**src/rtl/i2c_rm_pkg.sv**
```systemverilog
package i2c_rm_pkg;

  // Bus primitives executed by the phase engine
  typedef enum logic [2:0] {
    OP_START  = 3'd0,
    OP_RSTART = 3'd1,
    OP_STOP   = 3'd2,
    OP_WRITE  = 3'd3,
    OP_READ   = 3'd4
  } bus_op_t;

  // Transaction sequencer states
  typedef enum logic [2:0] {
    SQ_IDLE  = 3'd0,
    SQ_ISSUE = 3'd1,
    SQ_WAIT  = 3'd2,
    SQ_HOLD  = 3'd3,
    SQ_FIN   = 3'd4
  } seq_state_t;

  localparam int BYTE_W     = 8;
  localparam int DEV_W      = 7;
  localparam int BYTE_STEPS = 2 * (BYTE_W + 1);

endpackage

```
**src/rtl/i2c_phase_engine.sv**
```systemverilog
// Runs one bus primitive as a list of phases; each phase fixes the SCL
// level and the SDA level for SCL_LOW_CYC or SCL_HIGH_CYC clocks.
module i2c_phase_engine
  import i2c_rm_pkg::*;
#(
  parameter int SCL_LOW_CYC  = 250,
  parameter int SCL_HIGH_CYC = 250
) (
  input  logic              clk,
  input  logic              rst_n,
  input  logic              go,
  input  bus_op_t           op,
  input  logic [BYTE_W-1:0] wbyte,
  input  logic              nack_last,
  output logic              ready,
  output logic              done,
  output logic [BYTE_W-1:0] rbyte,
  output logic              acked,
  output logic              scl_oe,
  output logic              sda_oe,
  input  logic              sda_i
);

  localparam int MAXC = (SCL_LOW_CYC > SCL_HIGH_CYC) ? SCL_LOW_CYC : SCL_HIGH_CYC;
  localparam int CW   = $clog2(MAXC + 1);
  localparam int SW   = $clog2(BYTE_STEPS + 1);
  localparam logic [CW-1:0] LOW_LAST  = CW'(SCL_LOW_CYC - 1);
  localparam logic [CW-1:0] HIGH_LAST = CW'(SCL_HIGH_CYC - 1);
  localparam logic [SW-1:0] DATA_END  = SW'(2 * BYTE_W);
  localparam logic [SW-1:0] BYTE_LAST = SW'(BYTE_STEPS - 1);

  logic              active;
  bus_op_t           op_q;
  logic [SW-1:0]     step;
  logic [CW-1:0]     cnt;
  logic [BYTE_W-1:0] sh;
  logic              nack_q;
  logic              ack_q;
  logic              scl_q;
  logic              sda_q;
  logic              done_q;

  logic              ph_hi;
  logic              ph_sda;
  logic [SW-1:0]     last_step;
  logic              last_cyc;
  logic              is_byte;
  logic              in_data;

  assign in_data = (step < DATA_END);

  always_comb begin
    ph_hi     = 1'b1;
    ph_sda    = 1'b1;
    last_step = '0;
    is_byte   = 1'b0;
    case (op_q)
      OP_START: begin
        last_step = SW'(1);
        ph_sda    = (step == '0);
      end
      OP_RSTART: begin
        last_step = SW'(2);
        ph_hi     = (step != '0);
        ph_sda    = (step != SW'(2));
      end
      OP_STOP: begin
        last_step = SW'(2);
        ph_hi     = (step != '0);
        ph_sda    = (step == SW'(2));
      end
      OP_WRITE: begin
        last_step = BYTE_LAST;
        is_byte   = 1'b1;
        ph_hi     = step[0];
        ph_sda    = in_data ? sh[BYTE_W-1] : 1'b1;
      end
      OP_READ: begin
        last_step = BYTE_LAST;
        is_byte   = 1'b1;
        ph_hi     = step[0];
        ph_sda    = in_data ? 1'b1 : nack_q;
      end
      default: begin
        last_step = '0;
      end
    endcase
    last_cyc = ph_hi ? (cnt == HIGH_LAST) : (cnt == LOW_LAST);
  end

  always_ff @(posedge clk or negedge rst_n) begin
    if (!rst_n) begin
      active <= 1'b0;
      op_q   <= OP_START;
      step   <= '0;
      cnt    <= '0;
      sh     <= '0;
      nack_q <= 1'b1;
      ack_q  <= 1'b0;
      scl_q  <= 1'b1;
      sda_q  <= 1'b1;
      done_q <= 1'b0;
    end else begin
      done_q <= 1'b0;
      if (!active) begin
        if (go) begin
          active <= 1'b1;
          op_q   <= op;
          step   <= '0;
          cnt    <= '0;
          sh     <= wbyte;
          nack_q <= nack_last;
        end
      end else begin
        scl_q <= ph_hi;
        // in a low phase SDA keeps its old level for the first clock
        if (ph_hi || (cnt != '0)) sda_q <= ph_sda;
        if (last_cyc) begin
          cnt <= '0;
          if (is_byte && ph_hi) begin
            if (in_data) sh <= {sh[BYTE_W-2:0], sda_i};
            else         ack_q <= ~sda_i;
          end
          if (step == last_step) begin
            active <= 1'b0;
            done_q <= 1'b1;
          end else begin
            step <= step + 1'b1;
          end
        end else begin
          cnt <= cnt + 1'b1;
        end
      end
    end
  end

  assign ready  = ~active;
  assign done   = done_q;
  assign rbyte  = sh;
  assign acked  = ack_q;
  assign scl_oe = ~scl_q;
  assign sda_oe = ~sda_q;

  // while a byte is clocked, SDA holds still through SCL high
  p_sda_steady_r3: assert property (@(posedge clk) disable iff (!rst_n)
    (active && $past(active) && is_byte && scl_q && $past(scl_q)) |-> $stable(sda_q));

  // the master lets go of SDA for the acknowledge clock of a sent byte
  p_ack_release_r4: assert property (@(posedge clk) disable iff (!rst_n)
    (active && op_q == OP_WRITE && step == BYTE_LAST) |-> sda_q);

endmodule

```
**src/rtl/i2c_holdoff_timer.sv**
```systemverilog
// Counts the slave's internal write interval after a write's stop.
module i2c_holdoff_timer #(
  parameter int WRITE_HOLD_CYC = 1_000_000
) (
  input  logic clk,
  input  logic rst_n,
  input  logic start,
  output logic expired
);

  localparam int HW = $clog2(WRITE_HOLD_CYC + 1);
  localparam logic [HW-1:0] HOLD_LAST = HW'(WRITE_HOLD_CYC - 1);

  logic [HW-1:0] cnt;
  logic          running;
  logic          exp_q;

  always_ff @(posedge clk or negedge rst_n) begin
    if (!rst_n) begin
      cnt     <= '0;
      running <= 1'b0;
      exp_q   <= 1'b0;
    end else begin
      exp_q <= 1'b0;
      if (start) begin
        running <= 1'b1;
        cnt     <= '0;
      end else if (running) begin
        if (cnt == HOLD_LAST) begin
          running <= 1'b0;
          exp_q   <= 1'b1;
        end else begin
          cnt <= cnt + 1'b1;
        end
      end
    end
  end

  assign expired = exp_q;

  // expiry only ever follows a running interval
  p_expire_after_run_r7: assert property (@(posedge clk) disable iff (!rst_n)
    expired |-> ($past(running) && !running));

endmodule

```
**src/rtl/i2c_xfer_seq.sv**
```systemverilog
// Walks the fixed script of bus primitives for a write or a random read.
module i2c_xfer_seq
  import i2c_rm_pkg::*;
(
  input  logic              clk,
  input  logic              rst_n,
  input  logic              cmd_valid,
  output logic              cmd_ready,
  input  logic              cmd_read,
  input  logic [DEV_W-1:0]  cmd_dev,
  input  logic [BYTE_W-1:0] cmd_reg,
  input  logic [BYTE_W-1:0] cmd_wdata,
  output logic              busy,
  output logic              done,
  output logic [BYTE_W-1:0] rsp_data,
  output logic              rsp_err,
  output logic              e_go,
  output bus_op_t           e_op,
  output logic [BYTE_W-1:0] e_byte,
  output logic              e_nack,
  input  logic              e_done,
  input  logic              e_acked,
  input  logic [BYTE_W-1:0] e_rbyte,
  output logic              hold_start,
  input  logic              hold_expired
);

  seq_state_t        state;
  logic [2:0]        idx;
  logic              rd_q;
  logic              abort_q;
  logic [DEV_W-1:0]  dev_q;
  logic [BYTE_W-1:0] reg_q;
  logic [BYTE_W-1:0] dat_q;
  logic [BYTE_W-1:0] rdata_q;
  logic              err_q;
  logic              done_q;
  logic [2:0]        stop_idx;

  assign stop_idx = rd_q ? 3'd6 : 3'd4;

  // script: write = S, A+W, REG, DATA, P ; read = S, A+W, REG, Sr, A+R, RD, P
  always_comb begin
    e_op   = OP_STOP;
    e_byte = '0;
    case (idx)
      3'd0: e_op = OP_START;
      3'd1: begin e_op = OP_WRITE; e_byte = {dev_q, 1'b0}; end
      3'd2: begin e_op = OP_WRITE; e_byte = reg_q; end
      3'd3: begin
        if (rd_q) e_op = OP_RSTART;
        else begin e_op = OP_WRITE; e_byte = dat_q; end
      end
      3'd4: begin
        if (rd_q) begin e_op = OP_WRITE; e_byte = {dev_q, 1'b1}; end
        else e_op = OP_STOP;
      end
      3'd5: e_op = OP_READ;
      default: e_op = OP_STOP;
    endcase
  end

  always_ff @(posedge clk or negedge rst_n) begin
    if (!rst_n) begin
      state   <= SQ_IDLE;
      idx     <= '0;
      rd_q    <= 1'b0;
      abort_q <= 1'b0;
      dev_q   <= '0;
      reg_q   <= '0;
      dat_q   <= '0;
      rdata_q <= '0;
      err_q   <= 1'b0;
      done_q  <= 1'b0;
    end else begin
      done_q <= 1'b0;
      case (state)
        SQ_IDLE: begin
          if (cmd_valid) begin
            rd_q    <= cmd_read;
            dev_q   <= cmd_dev;
            reg_q   <= cmd_reg;
            dat_q   <= cmd_wdata;
            idx     <= '0;
            abort_q <= 1'b0;
            err_q   <= 1'b0;
            state   <= SQ_ISSUE;
          end
        end
        SQ_ISSUE: state <= SQ_WAIT;
        SQ_WAIT: begin
          if (e_done) begin
            if (e_op == OP_STOP) begin
              state <= (!rd_q && !abort_q) ? SQ_HOLD : SQ_FIN;
            end else if (e_op == OP_WRITE && !e_acked) begin
              err_q   <= 1'b1;
              abort_q <= 1'b1;
              idx     <= stop_idx;
              state   <= SQ_ISSUE;
            end else begin
              if (e_op == OP_READ) rdata_q <= e_rbyte;
              idx   <= idx + 1'b1;
              state <= SQ_ISSUE;
            end
          end
        end
        SQ_HOLD: if (hold_expired) state <= SQ_FIN;
        SQ_FIN: begin
          done_q <= 1'b1;
          state  <= SQ_IDLE;
        end
        default: state <= SQ_IDLE;
      endcase
    end
  end

  assign cmd_ready  = (state == SQ_IDLE);
  assign busy       = (state != SQ_IDLE);
  assign done       = done_q;
  assign rsp_data   = rdata_q;
  assign rsp_err    = err_q;
  assign e_go       = (state == SQ_ISSUE);
  assign e_nack     = 1'b1;
  assign hold_start = (state == SQ_WAIT) && e_done && (e_op == OP_STOP) && !rd_q && !abort_q;

  // an accepted command makes the block busy and closes the port
  p_accept_r1: assert property (@(posedge clk) disable iff (!rst_n)
    (cmd_valid && cmd_ready) |=> (busy && !cmd_ready));

  // done marks the first idle cycle after a command
  p_done_edge_r10: assert property (@(posedge clk) disable iff (!rst_n)
    done |-> (!busy && $past(busy)));

  // done lasts one clock
  p_done_single_r10: assert property (@(posedge clk) disable iff (!rst_n)
    done |=> !done);

  // a refused byte leads straight to a stop with the error set
  p_nack_stop_r6: assert property (@(posedge clk) disable iff (!rst_n)
    (state == SQ_WAIT && e_done && e_op == OP_WRITE && !e_acked)
      |=> (state == SQ_ISSUE && e_op == OP_STOP && rsp_err));

endmodule

```
**src/rtl/i2c_regmaster.sv**
```systemverilog
module i2c_regmaster
  import i2c_rm_pkg::*;
#(
  parameter int SCL_LOW_CYC    = 250,
  parameter int SCL_HIGH_CYC   = 250,
  parameter int WRITE_HOLD_CYC = 1_000_000
) (
  input  logic       clk,
  input  logic       rst_n,
  input  logic       cmd_valid,
  output logic       cmd_ready,
  input  logic       cmd_read,
  input  logic [6:0] cmd_dev,
  input  logic [7:0] cmd_reg,
  input  logic [7:0] cmd_wdata,
  output logic       busy,
  output logic       done,
  output logic [7:0] rsp_data,
  output logic       rsp_err,
  output logic       scl_oe,
  output logic       sda_oe,
  input  logic       sda_i
);

  logic              e_go;
  bus_op_t           e_op;
  logic [BYTE_W-1:0] e_byte;
  logic              e_nack;
  logic              e_ready;
  logic              e_done;
  logic [BYTE_W-1:0] e_rbyte;
  logic              e_acked;
  logic              hold_start;
  logic              hold_expired;

  i2c_xfer_seq u_seq (
    .clk          (clk),
    .rst_n        (rst_n),
    .cmd_valid    (cmd_valid),
    .cmd_ready    (cmd_ready),
    .cmd_read     (cmd_read),
    .cmd_dev      (cmd_dev),
    .cmd_reg      (cmd_reg),
    .cmd_wdata    (cmd_wdata),
    .busy         (busy),
    .done         (done),
    .rsp_data     (rsp_data),
    .rsp_err      (rsp_err),
    .e_go         (e_go),
    .e_op         (e_op),
    .e_byte       (e_byte),
    .e_nack       (e_nack),
    .e_done       (e_done),
    .e_acked      (e_acked),
    .e_rbyte      (e_rbyte),
    .hold_start   (hold_start),
    .hold_expired (hold_expired)
  );

  i2c_phase_engine #(
    .SCL_LOW_CYC  (SCL_LOW_CYC),
    .SCL_HIGH_CYC (SCL_HIGH_CYC)
  ) u_engine (
    .clk       (clk),
    .rst_n     (rst_n),
    .go        (e_go),
    .op        (e_op),
    .wbyte     (e_byte),
    .nack_last (e_nack),
    .ready     (e_ready),
    .done      (e_done),
    .rbyte     (e_rbyte),
    .acked     (e_acked),
    .scl_oe    (scl_oe),
    .sda_oe    (sda_oe),
    .sda_i     (sda_i)
  );

  i2c_holdoff_timer #(
    .WRITE_HOLD_CYC (WRITE_HOLD_CYC)
  ) u_hold (
    .clk     (clk),
    .rst_n   (rst_n),
    .start   (hold_start),
    .expired (hold_expired)
  );

  // the sequencer only launches a primitive on an idle engine
  p_engine_free_r1: assert property (@(posedge clk) disable iff (!rst_n)
    e_go |-> e_ready);

  // both lines are released whenever no command is running
  p_idle_released_r11: assert property (@(posedge clk) disable iff (!rst_n)
    (!busy && !$past(busy)) |-> (!scl_oe && !sda_oe));

endmodule

```
**config.mk**
```make
export PLATFORM = sky130hd
export DESIGN_NAME = i2c_regmaster
export DESIGN_NICKNAME = d
export VERILOG_FILES = /design/src/rtl/i2c_rm_pkg.sv /design/src/rtl/i2c_phase_engine.sv /design/src/rtl/i2c_holdoff_timer.sv /design/src/rtl/i2c_xfer_seq.sv /design/src/rtl/i2c_regmaster.sv
export SDC_FILE = /design/constraint.sdc
export NUM_CORES = 1
export LEC_CHECK = 0
export ABC_AREA = 1
export BUFFER_PORTS_ARGS = -buffer_cell sky130_fd_sc_hd__buf_2
export CORE_MARGIN = 1
export CORE_UTILIZATION = 55
export CTS_CLUSTER_SIZE = 25
export DETAILED_ROUTE_END_ITERATION = 16
export PLACE_DENSITY = 0.74
export RECOVER_POWER = 100
export SLEW_MARGIN = 10
export SYNTH_ARGS = -nofsm -noshare
export SYNTH_HDL_FRONTEND = slang
export SYNTH_HIERARCHICAL = 1
export SYNTH_SLANG_ARGS = --single-unit
```
**constraint.sdc**
```tcl
create_clock -name clk -period 2.65 [get_ports clk]
set_clock_uncertainty 0.05 [all_clocks]
set_input_delay 0.3975 -clock clk [delete_from_list [all_inputs] [get_ports clk]]
set_output_delay 0.3975 -clock clk [all_outputs]
set_load 0.05 [all_outputs]
```
==> impl_metrics.py, run 1 <==
metrics = {
    "clock_network": {
        "h-tree-depth": 3,
        "clk_latency_ns": 0.36,
        "clkSinkCount": 92,
        "cts_tree": "yes",
        "root_buffer": "clkbuf_8",
        "cts_buffers": 9,
        "clk_pin_slew_ns": 0.11,
        "clock_path_buffers": 2,
    },
    "power": {
        "finalPower_mw": 2.47,
        "internal_power_mw": 1.88,
        "power.leakage_nw": 2.99,
        "vdd_drop_max_mv": 0.313,
        "p_per_area_nw_per_um2": 423,
        "sw_frac_of_total_pct": 23.8,
        "power_frac_clock_pct": 41.1,
        "seqPwrFrac_pct": 56.8,
        "combPwrFrac_pct": 2.0,
        "switchingPower_uw": 589,
    },
    "placed_design": {
        "gp_congestion": 0.878,
        "placedCellCount": 842,
        "io_buffer_count": 41,
        "place_ws_ns": -0.0270,
        "dpl-instance-area_sq_um": 5590,
        "post-dp-hpwl_mm": 8.22,
    },
    "final_layout": {
        "syn_to_final_growth_pct": 10.8,
        "n_antenna_cell": 0,
        "fin_area_sq_um": 5850,
        "fillers": 851,
        "drive_above_1_share_pct": 15.0,
        "fin_nets": 773,
        "layout.cells.non_filler": 867,
    },
    "worst_setup_path": {
        "path_cells": "ha_1, ha_2, nand2_2, nand3_1, nor2_2, nor2_2, nand4_1, nor2_4, nor2_2, nand2_1, nor2_2, nand3_4, nand2_2, clkbuf_4, nand2_1, nand2_1",
        "required_ns": 2.90,
        "critPathTopFamily": "simple AND/OR/NAND/NOR gates",
        "critPathArrivalTime_ns": 2.74,
        "cp_num_buf_inv": 1,
        "cp_slowest_cell": "dfrtp_1",
        "start_kind": "register",
        "endpoint_kind": "register",
        "worst_path_most_repeated_cell": "nor2_2",
        "worst-setup-path-type": "reg -> reg",
        "cpPeakStageDelay_ns": 0.42,
        "path_max_fanout": 5,
    },
    "global_routing": {
        "grt_antenna_before_repair": 0,
        "grt_max_degree": 48,
        "grt_pass1_vias": 4434,
        "grt_usage_pct": 25.0,
        "globalRouteOverflowTotal": 0,
        "grt_pass1_wl_mm": 19.9,
    },
    "synthesis": {
        "yosysUniqueCellTypes": 41,
        "synth-seq-cells": 92,
        "synth-seq-area-share_pct": 43.7,
        "syn-num-nets": 720,
        "syn_area_per_cell_sq_um": 7.76,
        "syn_inst": 680,
        "yosys_warnings": 6,
        "synth_area_sq_um": 5280,
    },
    "timing": {
        "setup_tns_ns": 0,
        "finalSetupViolCount": 0,
        "slew_headroom_pct": 27.1,
        "setup_ws_ns": 0.155,
        "fin_crit_sh_pct": 94.1,
        "hold_viol_final": 0,
        "worstMarginPinSlew_ns": 1.09,
        "fmax_mhz": 401,
        "drv_slew": 0,
        "fin_crit_ns": 2.49,
    },
    "floorplan": {
        "rows": 35,
        "coreArea_sq_um": 9280,
        "boundaryPins": 42,
        "die_w_um": 100,
        "die_h_um": 100,
        "start_util_pct": 56.9,
        "dieArea_sq_um": 9990,
    },
    "drt": {
        "vias": 4560,
        "drt-vias-per-instance": 5.26,
        "routedWlPerCell_um": 13.4,
        "routed_wl_mm": 11.6,
        "drt-initial-drc-count": 263,
        "drt-pass1-iter-count": 5,
        "final_antenna_net_count": 0,
        "drc": 0,
    },
    "min_path": {
        "min_path_type": "in -> reg",
    },
    "status": {
        "status": "finished, final reports clean",
    },
    "job": {
        "maxCapViolCount": 0,
    },
}
## per-stage QoR
| step | utilization [%] | hold WS, ns |
|---|---|---|
| 6_report | 63.0 | 0.170 |
| 5_1_grt | 63.0 | 0.164 |
| 4_1_cts | 62.7 | 0.151 |
| 3_5_place_dp | 60.2 | 0.385 |
| 3_3_place_gp | 60.2 | 0.388 |
| 2_1_floorplan | - | 0.0519 |
## layer usage
layer,vias up,share of wire (%),track usage [%],wire length [um]
li1,2265,-,-,-
met1,2148,44,32.6,5140
met2,133,50,43.2,5760
met3,14,4.9,3.55,574
met4,0,1.3,7.58,155
met5,-,0,0,0
## registers in the layout, indices dropped and copies added (netlist names)
signal and cells:
u_engine/nack_q 1, u_seq/rsp_data 8, u_seq/dat_q 8, u_hold/running 1, u_seq/state 3, u_engine/cnt 8
u_seq/done 1, u_engine/done 1, u_engine/step 5, u_engine/active 1, u_seq/rd_q 1, u_engine/scl_q 1
u_hold/expired 1, u_engine/sda_q 1, u_seq/idx 3, u_engine/acked 1, u_engine/rbyte 8, u_engine/op_q 3
u_seq/dev_q 7, u_hold/cnt 20, u_seq/reg_q 8, u_seq/rsp_err 1
## area by class of cell
cell class	count	area (sq um)	area share (%)
clock buffers	9	124	2.12
inverters	61	229	3.92
flip-flops and latches	92	2310	39.4
clock inverters	7	93.8	1.60
multi-input cells	514	2630	45.0
repair buffers	55	304	5.20
well taps	129	161	2.76
## kinds of logic after synthesis
group,after synthesis,share of synthesized area (%)
buf+inv,76,6.66
xor+xnor,15,2.49
flops,92,43.7
fa+ha+maj,12,2.84
other cells,1,0.0710
mux,9,1.73
compound gates,58,7.49
simple gates,417,35.0
## cell usage after synthesis
| cell type | instances | area share, % |
|---|---|---|
| a21oi_1 | 10 | 0.95 |
| o21ai_1 | 4 | 0.38 |
| dfrtp_1 | 89 | 42 |
| inv_1 | 57 | 4.1 |
| nand3_2 | 5 | 0.95 |
| nor3_2 | 1 | 0.19 |
| nor3_1 | 5 | 0.47 |
| nand2_1 | 254 | 18 |
| dfstp_2 | 3 | 1.5 |
| nor2_4 | 1 | 0.21 |
| nand4_1 | 7 | 0.83 |
| buf_6 | 4 | 0.85 |
| nor2_8 | 1 | 0.38 |
| nand3_1 | 57 | 5.4 |
| nor2_1 | 58 | 4.1 |
| buf_4 | 3 | 0.43 |
| buf_12 | 1 | 0.38 |
| nand3_4 | 1 | 0.33 |
| clkbuf_2 | 1 | 0.095 |
| o31ai_1 | 1 | 0.14 |
| inv_2 | 4 | 0.28 |
| o21bai_1 | 3 | 0.43 |
| ha_1 | 12 | 2.8 |
| o21ai_0 | 14 | 1.3 |
| conb_1 | 1 | 0.071 |
| or2_2 | 2 | 0.24 |
| nand3b_1 | 1 | 0.14 |
| nor4_1 | 1 | 0.12 |
| nor3_4 | 2 | 0.62 |
| o21ai_2 | 20 | 3.3 |
| o22ai_1 | 4 | 0.47 |
| buf_2 | 6 | 0.57 |
| a41oi_1 | 1 | 0.17 |
| nand2_4 | 5 | 1.1 |
| mux2_2 | 1 | 0.21 |
| o21ai_4 | 1 | 0.31 |
| mux2i_1 | 8 | 1.5 |
| xnor2_1 | 4 | 0.66 |
| nand2_2 | 12 | 1.4 |
| xor2_1 | 11 | 1.8 |
| nor2_2 | 4 | 0.47 |
## cells in the final DEF (no fill, tap or decap), types with 3 or more instances in the layout
master    Yosys  final
nand2_1     254    260
dfrtp_1      89     89
inv_1        57     58
nand3_1      57     57
nor2_1       58     54
buf_2         6     26
o21ai_0      14     22
clkbuf_1      0     15
o21ai_2      20     14
xor2_1       11     11
ha_1         12     11
nand2_2      12     10
a21oi_1      10     10
clkbuf_8      0      9
mux2i_1       8      8
buf_4         3      8
nand4_1       7      7
nor2_2        4      7
nor3_1        5      6
nand3_4       1      4
o22ai_1       4      4
xnor2_1       4      4
clkbuf_4      0      3
nand3_2       5      3
o21bai_1      3      3
dfstp_2       3      3
inv_2         4      3
## power groups by stage
stage / Sequential, mW / Combinational, mW / Clock, mW
floorplan: 1.43 / 0.00248 / 0
global placement: 1.43 / 0.0545 / 0
detailed placement: 1.43 / 0.0550 / 0
CTS: 1.40 / 0.0563 / 1.05
global route: 1.41 / 0.0589 / 1.09
finish: 1.40 / 0.0501 / 1.02
## worst paths after layout
kind | start | to | slack [ns] | depth (start not counted)
max in group asynchronous | rst_n | u_hold/cnt[11] | 0.50 | 3
worst max-delay path | u_seq/idx[1] | u_hold/cnt[17] | 0.16 | 16
worst min register to register | u_engine/sda_q | u_engine/sda_q | 0.42 | 2
worst max register to register | u_seq/idx[1] | u_hold/cnt[17] | 0.16 | 16
min in group asynchronous | rst_n | u_engine/op_q[0] | 0.71 | 2
worst min-delay path | cmd_reg[3] | u_seq/reg_q[3] | 0.17 | 3
## worst min-delay path, delay by kind of cell
| kind | cells | cell delay, ns |
|---|---|---|
| buf+inv | 1 | 0.07 |
| simple gates | 2 | 0.08 |
## repair_timing
action	CTS	global route
pin swaps	0	6
gates resized for setup	1	12
cloned	0	2
hold buffers	1	0
endpoints found under the setup margin	5	21
buffers inserted	0	6
endpoints found under the hold margin	43	0
Power figures use the tool's default switching activity.
==> run 2: changes to the inputs <==
Settings changed: ABC_AREA 1 to default.
==> impl_metrics.py, run 2 <==
metrics = {
    "status": {
        "violations": "setup timing",
        "status": "finished with violations",
    },
    "timing": {
        "hold_viol_final": 0,
        "fin_crit_ns": 2.69,
        "drv_slew": 0,
        "fmax_mhz": 372,
        "finalSetupViolCount": 1,
        "fin_crit_sh_pct": 102,
        "setup_ws_ns": -0.0410,
        "slew_headroom_pct": 19.7,
        "rsz0062_at_grt": "yes",
        "worstMarginPinSlew_ns": 1.20,
    },
    "final_layout": {
        "fillers": 703,
        "n_antenna_cell": 0,
        "largest_reg_flops": 20,
        "syn_to_final_growth_pct": 12.5,
        "drive_above_1_share_pct": 29.0,
        "layout_common_cells": "dfrtp_1, mux2_2, nor2_1",
        "top_register": "u_hold/cnt",
        "fin_area_sq_um": 5650,
        "final_common_cell": "dfrtp_1",
        "fin_nets": 564,
    },
    "global_routing": {
        "grt_pass1_vias": 3674,
        "grt_usage_pct": 22.4,
        "grt_max_degree": 72,
        "globalRouteOverflowTotal": 0,
        "grt_antenna_before_repair": 0,
        "grt_pass1_wl_mm": 17.4,
    },
    "clock_network": {
        "clk_latency_ns": 0.36,
        "clk_pin_slew_ns": 0.09,
        "clkSinkCount": 92,
        "cts_buffers": 9,
        "h-tree-depth": 3,
        "cts_tree": "yes",
        "clock_path_buffers": 2,
        "root_buffer": "clkbuf_8",
    },
    "drt": {
        "drc": 0,
        "routed_wl_mm": 10.1,
        "routedWlPerCell_um": 15.9,
        "drt-initial-drc-count": 221,
        "final_antenna_net_count": 0,
        "vias": 3754,
        "drt-pass1-iter-count": 5,
        "drt-vias-per-instance": 5.90,
    },
    "worst_setup_path": {
        "crit-reg2reg-launch": "u_seq/idx[1]",
        "worst-setup-path-type": "reg -> reg",
        "setup.worst_path.end": "u_hold/cnt[6]",
        "critPathArrivalTime_ns": 2.93,
        "endpoint_kind": "register",
        "path_max_fanout": 5,
        "cp_slowest_cell": "or4_4",
        "cpPeakStageDelay_ns": 0.48,
        "required_ns": 2.89,
        "rrSetupSlack_ns": -0.04,
        "start_kind": "register",
        "r2r_end": "u_hold/cnt[6]",
        "crit_start": "u_seq/idx[1]",
        "path_cells": "ha_2, ha_4, nor4b_4, o21ai_2, nor4_2, and2_4, nor4bb_1, and4_2, or4_4, a21oi_2",
        "ff2ff_path_depth": 10,
    },
    "synthesis": {
        "syn-num-nets": 515,
        "syn_area_per_cell_sq_um": 10.6,
        "netlist.area_leader.share_pct": 44.3,
        "synth-seq-area-share_pct": 45.9,
        "yosys_warnings": 6,
        "synth_top_area_cell": "dfrtp_1",
        "syn_inst": 475,
        "synth-main-ff-cell": "dfrtp_1",
        "synth_area_sq_um": 5020,
        "async_reset_ff_share_pct": 100,
        "synth_most_common_cell": "dfrtp_1",
        "netlist_top_cells_count": "dfrtp_1, mux2_2, nor2_1",
        "synth-edff-count": 0,
        "yosys-top-cells-area": "dfrtp_1, mux2_2, ha_1",
        "synth-seq-cells": 92,
        "yosysUniqueCellTypes": 75,
    },
    "floorplan": {
        "die_h_um": 97.6,
        "dieArea_sq_um": 9520,
        "rows": 34,
        "die_w_um": 97.6,
        "coreArea_sq_um": 8760,
        "start_util_pct": 57.3,
        "boundaryPins": 42,
    },
    "job": {
        "maxCapViolCount": 0,
    },
    "placed_design": {
        "post-dp-hpwl_mm": 7.16,
        "dpl-instance-area_sq_um": 5370,
        "gp_congestion": 0.866,
        "io_buffer_count": 41,
    },
    "min_path": {
        "min_path_type": "in -> reg",
        "min_from": "cmd_reg[3]",
    },
    "power": {
        "vdd_drop_max_mv": 0.284,
        "finalPower_mw": 2.50,
        "power.leakage_nw": 2.70,
        "p_per_area_nw_per_um2": 443,
    },
}
==> run 2: critical path: cells and delay by family, from the launching register on <==
kind / cells / cell delay (ns)
and+or+nand+nor: 6 / 1.51
DFF: 1 / 0.41
adders and majority gates: 2 / 0.37
AOI/OAI and AO/OA: 2 / 0.28
==> run 2: what timing repair did <==
action / in CTS / in global routing
setup buffers: 0 / 5
resized for setup: 1 / 8
gates cloned: 0 / 0
endpoints found under the hold margin: 21 / 0
hold buffers: 1 / 0
pin swaps: 0 / 6
setup endpoints to repair: 1 / 7
==> run 2: worst min-delay path by stage <==
| stage | to | slack, ns | cells past startpoint |
|---|---|---|---|
| 6_report | u_seq/reg_q[3] | 0.21 | 2 |
| 5_1_grt | u_seq/dat_q[3] | 0.19 | 2 |
| 4_1_cts | u_seq/reg_q[3] | 0.19 | 2 |
| 3_5_place_dp | u_seq/done | 0.26 | 1 |
| 3_3_place_gp | u_seq/done | 0.26 | 1 |
| 2_1_floorplan | u_engine/acked | 0.05 | 0 |
==> run 2: cells by family (layout without fill, tap and decap cells) <==
logic type	Yosys count	after routing	synth area share [%]
other cells	1	1	0.0746
flops	92	92	45.9
mux	57	57	12.8
buf+inv	52	105	4.66
compound gates	80	80	11.4
xor+xnor	15	15	2.62
simple gates	166	166	19.6
fa+ha+maj	12	12	2.99
==> run 2: cell type report <==
type | count | area [sq um] | share of cell area [%]
Multi-Input combinational cell | 331 | 2520 | 44.7
Sequential cell | 92 | 2310 | 40.8
Timing Repair Buffer | 63 | 360 | 6.38
Tap cell | 108 | 135 | 2.39
Clock buffer | 9 | 124 | 2.19
Inverter | 27 | 101 | 1.79
Clock inverter | 6 | 97.6 | 1.73
==> run 2: routing by layer <==
layer	share of wire (%)	global-route usage (%)	up-vias	routed length, um
met5	0	0	-	0
met4	0.97	7.35	0	98
met3	3.8	3.60	10	381
met2	48	35.6	85	4850
met1	47	31.5	1850	4760
li1	-	-	1809	-
==> run 2: metrics by stage <==
step	cells	hold slack (ns)	TNS, ns	setup slack (ns)	util (%)
floorplan	475	0.0519	0	0.00989	-
global placement	615	0.257	0	0.114	61.3
detailed placement	615	0.262	0	0.00325	61.3
CTS	631	0.192	0	0.0194	64.0
global route	636	0.192	-0.437	-0.139	64.5
finish	636	0.209	-0.0410	-0.0410	64.5
==> run 2: power breakdown <==
group | internal, mW | switching (mW) | leakage (nW)
registers | 1.40 | 0.000867 | 1.24
logic | 0.0183 | 0.0352 | 1.35
clock network | 0.539 | 0.506 | 0.105
==> run 3: changes to the inputs <==
Settings changed: PLACE_DENSITY 0.74 to 0.75, SYNTH_HIERARCHICAL 1 to default.
==> impl_metrics.py, run 3 <==
metrics = {
    "status": {
        "status": "finished, final reports clean",
    },
    "power": {
        "sw_frac_of_total_pct": 36.5,
        "p_per_area_nw_per_um2": 857,
        "vdd_drop_max_mv": 0.455,
        "finalPower_mw": 4.51,
        "internal_power_mw": 2.86,
        "switchingPower_mw": 1.64,
        "power.leakage_nw": 2.38,
        "power_frac_clock_pct": 21.5,
        "seqPwrFrac_pct": 46.5,
        "combPwrFrac_pct": 32.0,
    },
    "global_routing": {
        "grt_usage_pct": 23.0,
        "globalRouteOverflowTotal": 0,
        "grt_pass1_wl_mm": 16.2,
        "grt_pass1_vias": 3571,
        "grt_antenna_before_repair": 0,
        "grt_max_degree": 48,
    },
    "drt": {
        "drt-pass1-iter-count": 7,
        "final_antenna_net_count": 0,
        "drt-vias-per-instance": 6.13,
        "drc": 0,
        "vias": 3674,
        "routedWlPerCell_um": 16.4,
        "routed_wl_mm": 9.81,
        "drt-initial-drc-count": 197,
    },
    "final_layout": {
        "drive_above_1_share_pct": 24.1,
        "fin_area_sq_um": 5260,
        "final_common_cell": "dfrtp_1",
        "syn_to_final_growth_pct": 10.5,
        "n_antenna_cell": 0,
        "top_register": "u_hold.cnt",
        "largest_reg_flops": 20,
        "fin_nets": 529,
        "layout_common_cells": "dfrtp_1, mux2_2, nand2_1",
    },
    "timing": {
        "setup_ws_ns": 0.144,
        "whs_ns": 0.188,
        "drv_slew": 0,
        "fmax_mhz": 399,
        "worstMarginPinSlew_ns": 1.13,
        "finalSetupViolCount": 0,
        "hold_viol_final": 0,
        "slew_headroom_pct": 24.4,
        "rsz0062_at_grt": "no",
        "fin_crit_ns": 2.51,
        "setup_tns_ns": 0,
        "fin_crit_sh_pct": 94.6,
    },
    "synthesis": {
        "netlist.area_leader.share_pct": 46.8,
        "synth_xor_xnor_area_share_pct": 2.94,
        "synth-edff-count": 0,
        "synth-seq-cells": 91,
        "syn_inst": 448,
        "async_reset_ff_share_pct": 100,
        "synth_top_area_cell": "dfrtp_1",
        "synth_area_sq_um": 4760,
        "yosys-top-cells-area": "dfrtp_1, mux2_2, o21ai_0",
        "yosys.area_share.adder_pct": 3.15,
        "netlist_top_cells_count": "dfrtp_1, mux2_2, nand2_1",
        "synth_most_common_cell": "dfrtp_1",
        "synth_top_family_by_area": "simple AND/OR/NAND/NOR gates",
        "synth-main-ff-cell": "dfrtp_1",
        "syn-num-nets": 488,
        "synth-seq-area-share_pct": 47.9,
        "syn_area_per_cell_sq_um": 10.6,
        "yosysUniqueCellTypes": 67,
        "yosys_warnings": 0,
        "synth.area.mux_share_pct": 11.6,
        "synth-compound-area-share_pct": 14.0,
        "synth_simple_gate_area_share_pct": 17.2,
    },
    "clock_network": {
        "root_buffer": "clkbuf_8",
        "clk_latency_ns": 0.35,
        "clkSinkCount": 91,
        "cts_tree": "yes",
        "h-tree-depth": 3,
        "clock_path_buffers": 2,
        "clk_pin_slew_ns": 0.10,
        "cts_resized": 0,
        "cts_buffers": 9,
    },
    "floorplan": {
        "coreArea_sq_um": 8300,
        "dieArea_sq_um": 9030,
        "die_h_um": 95.0,
        "boundaryPins": 42,
        "die_w_um": 95.0,
        "rows": 33,
        "start_util_pct": 57.4,
    },
    "worst_setup_path": {
        "ff2ff_path_depth": 7,
        "crit_start": "u_seq.idx[0]",
        "critPathArrivalTime_ns": 2.69,
        "endpoint_kind": "register",
        "rrSetupSlack_ns": 0.14,
        "worst-setup-path-type": "reg -> reg",
        "required_ns": 2.84,
        "start_kind": "register",
        "path_max_fanout": 6,
        "crit-reg2reg-launch": "u_seq.idx[0]",
        "r2r_end": "u_seq.state[1]",
    },
    "placed_design": {
        "post-dp-hpwl_mm": 6.99,
        "dpl-instance-area_sq_um": 5090,
        "gp_congestion": 0.847,
        "io_buffer_count": 41,
        "place_ws_ns": 0.193,
    },
    "min_path": {
        "min_path_type": "in -> async",
    },
    "job": {
        "maxCapViolCount": 0,
    },
}
run 3: changes by cell type after synthesis, moves of 5 or more:
| cell | previous run | this run |
|---|---|---|
| xor2_1 | 9 | 14 |
| nand2_1 | 30 | 35 |
| nor3_1 | 6 | 1 |
| o21ai_0 | 27 | 32 |
| nand4_1 | 11 | 4 |
| mux2i_1 | 2 | 7 |
| and3_1 | 3 | 9 |
| inv_1 | 27 | 16 |
| mux2_2 | 54 | 43 |
run 3: area by class of cell:
class                      instances  area, sq um
fill                             653         3040
tap                              105          131
timing repair buffer              49          248
sequential                        91         2280
inverter                          17         67.6
clock inverter                     7         81.3
multi-input combinational        321         2330
clock buffer                       9          124
run 3: how the worst max path moves through the flow:
stage	end	slack, ns
after floorplan	u_seq.dat_q[0]	0.06
after global placement	u_seq.state[1]	0.27
after detailed placement	u_seq.state[1]	0.19
after CTS	u_seq.state[1]	0.15
after global routing	u_seq.state[1]	0.01
final	u_seq.state[1]	0.14
run 3: power by group through the flow:
stage               sequential [mW]  clock [mW]  combinational (mW)
floorplan                      1.98           0                1.17
global placement               2.10           0                1.38
detailed placement             2.12           0                1.43
CTS                            2.09       0.994                1.45
global route                   2.15        1.04                1.60
finish                         2.10       0.969                1.44
run 3: per-layer routing:
layer	up-vias	track usage, %	wire length (um)
met4	0	7.58	137
met1	1850	29.7	4430
met3	17	4.39	338
met5	-	0	0
li1	1726	-	-
met2	81	38.8	4910
run 3: cell families (layout without fill, tap and decap cells):
kind of cell / Yosys count / after routing
AO/OA/AOI/OAI: 91 / 91
XOR/XNOR: 16 / 16
adder cells (fa/ha/maj): 12 / 12
buffers and inverters: 36 / 82
flip-flops: 91 / 91
multiplexers: 50 / 50
AND/OR/NAND/NOR: 152 / 152
run 3: repair_timing:
item                       in CTS  in global routing
hold buffers                    0                  0
setup endpoints to repair       0                  1
hold endpoints to repair        0                  0
setup buffers                   0                  1
run 3: worst max-delay path, cell delays in order, from the launching register on:
cell and delay (ns):
dfrtp_1 0.42, inv_1 0.10, ha_1 0.27, a21bo_2 0.22, o21a_1 0.11, or3_4 0.37
or4_1 0.52, a2111oi_2 0.33
run 3: per-stage QoR:
step	cells	utilization [%]
2_1_floorplan	448	-
3_3_place_gp	582	61.3
3_5_place_dp	582	61.3
4_1_cts	598	63.8
5_1_grt	599	63.4
6_report	599	63.4
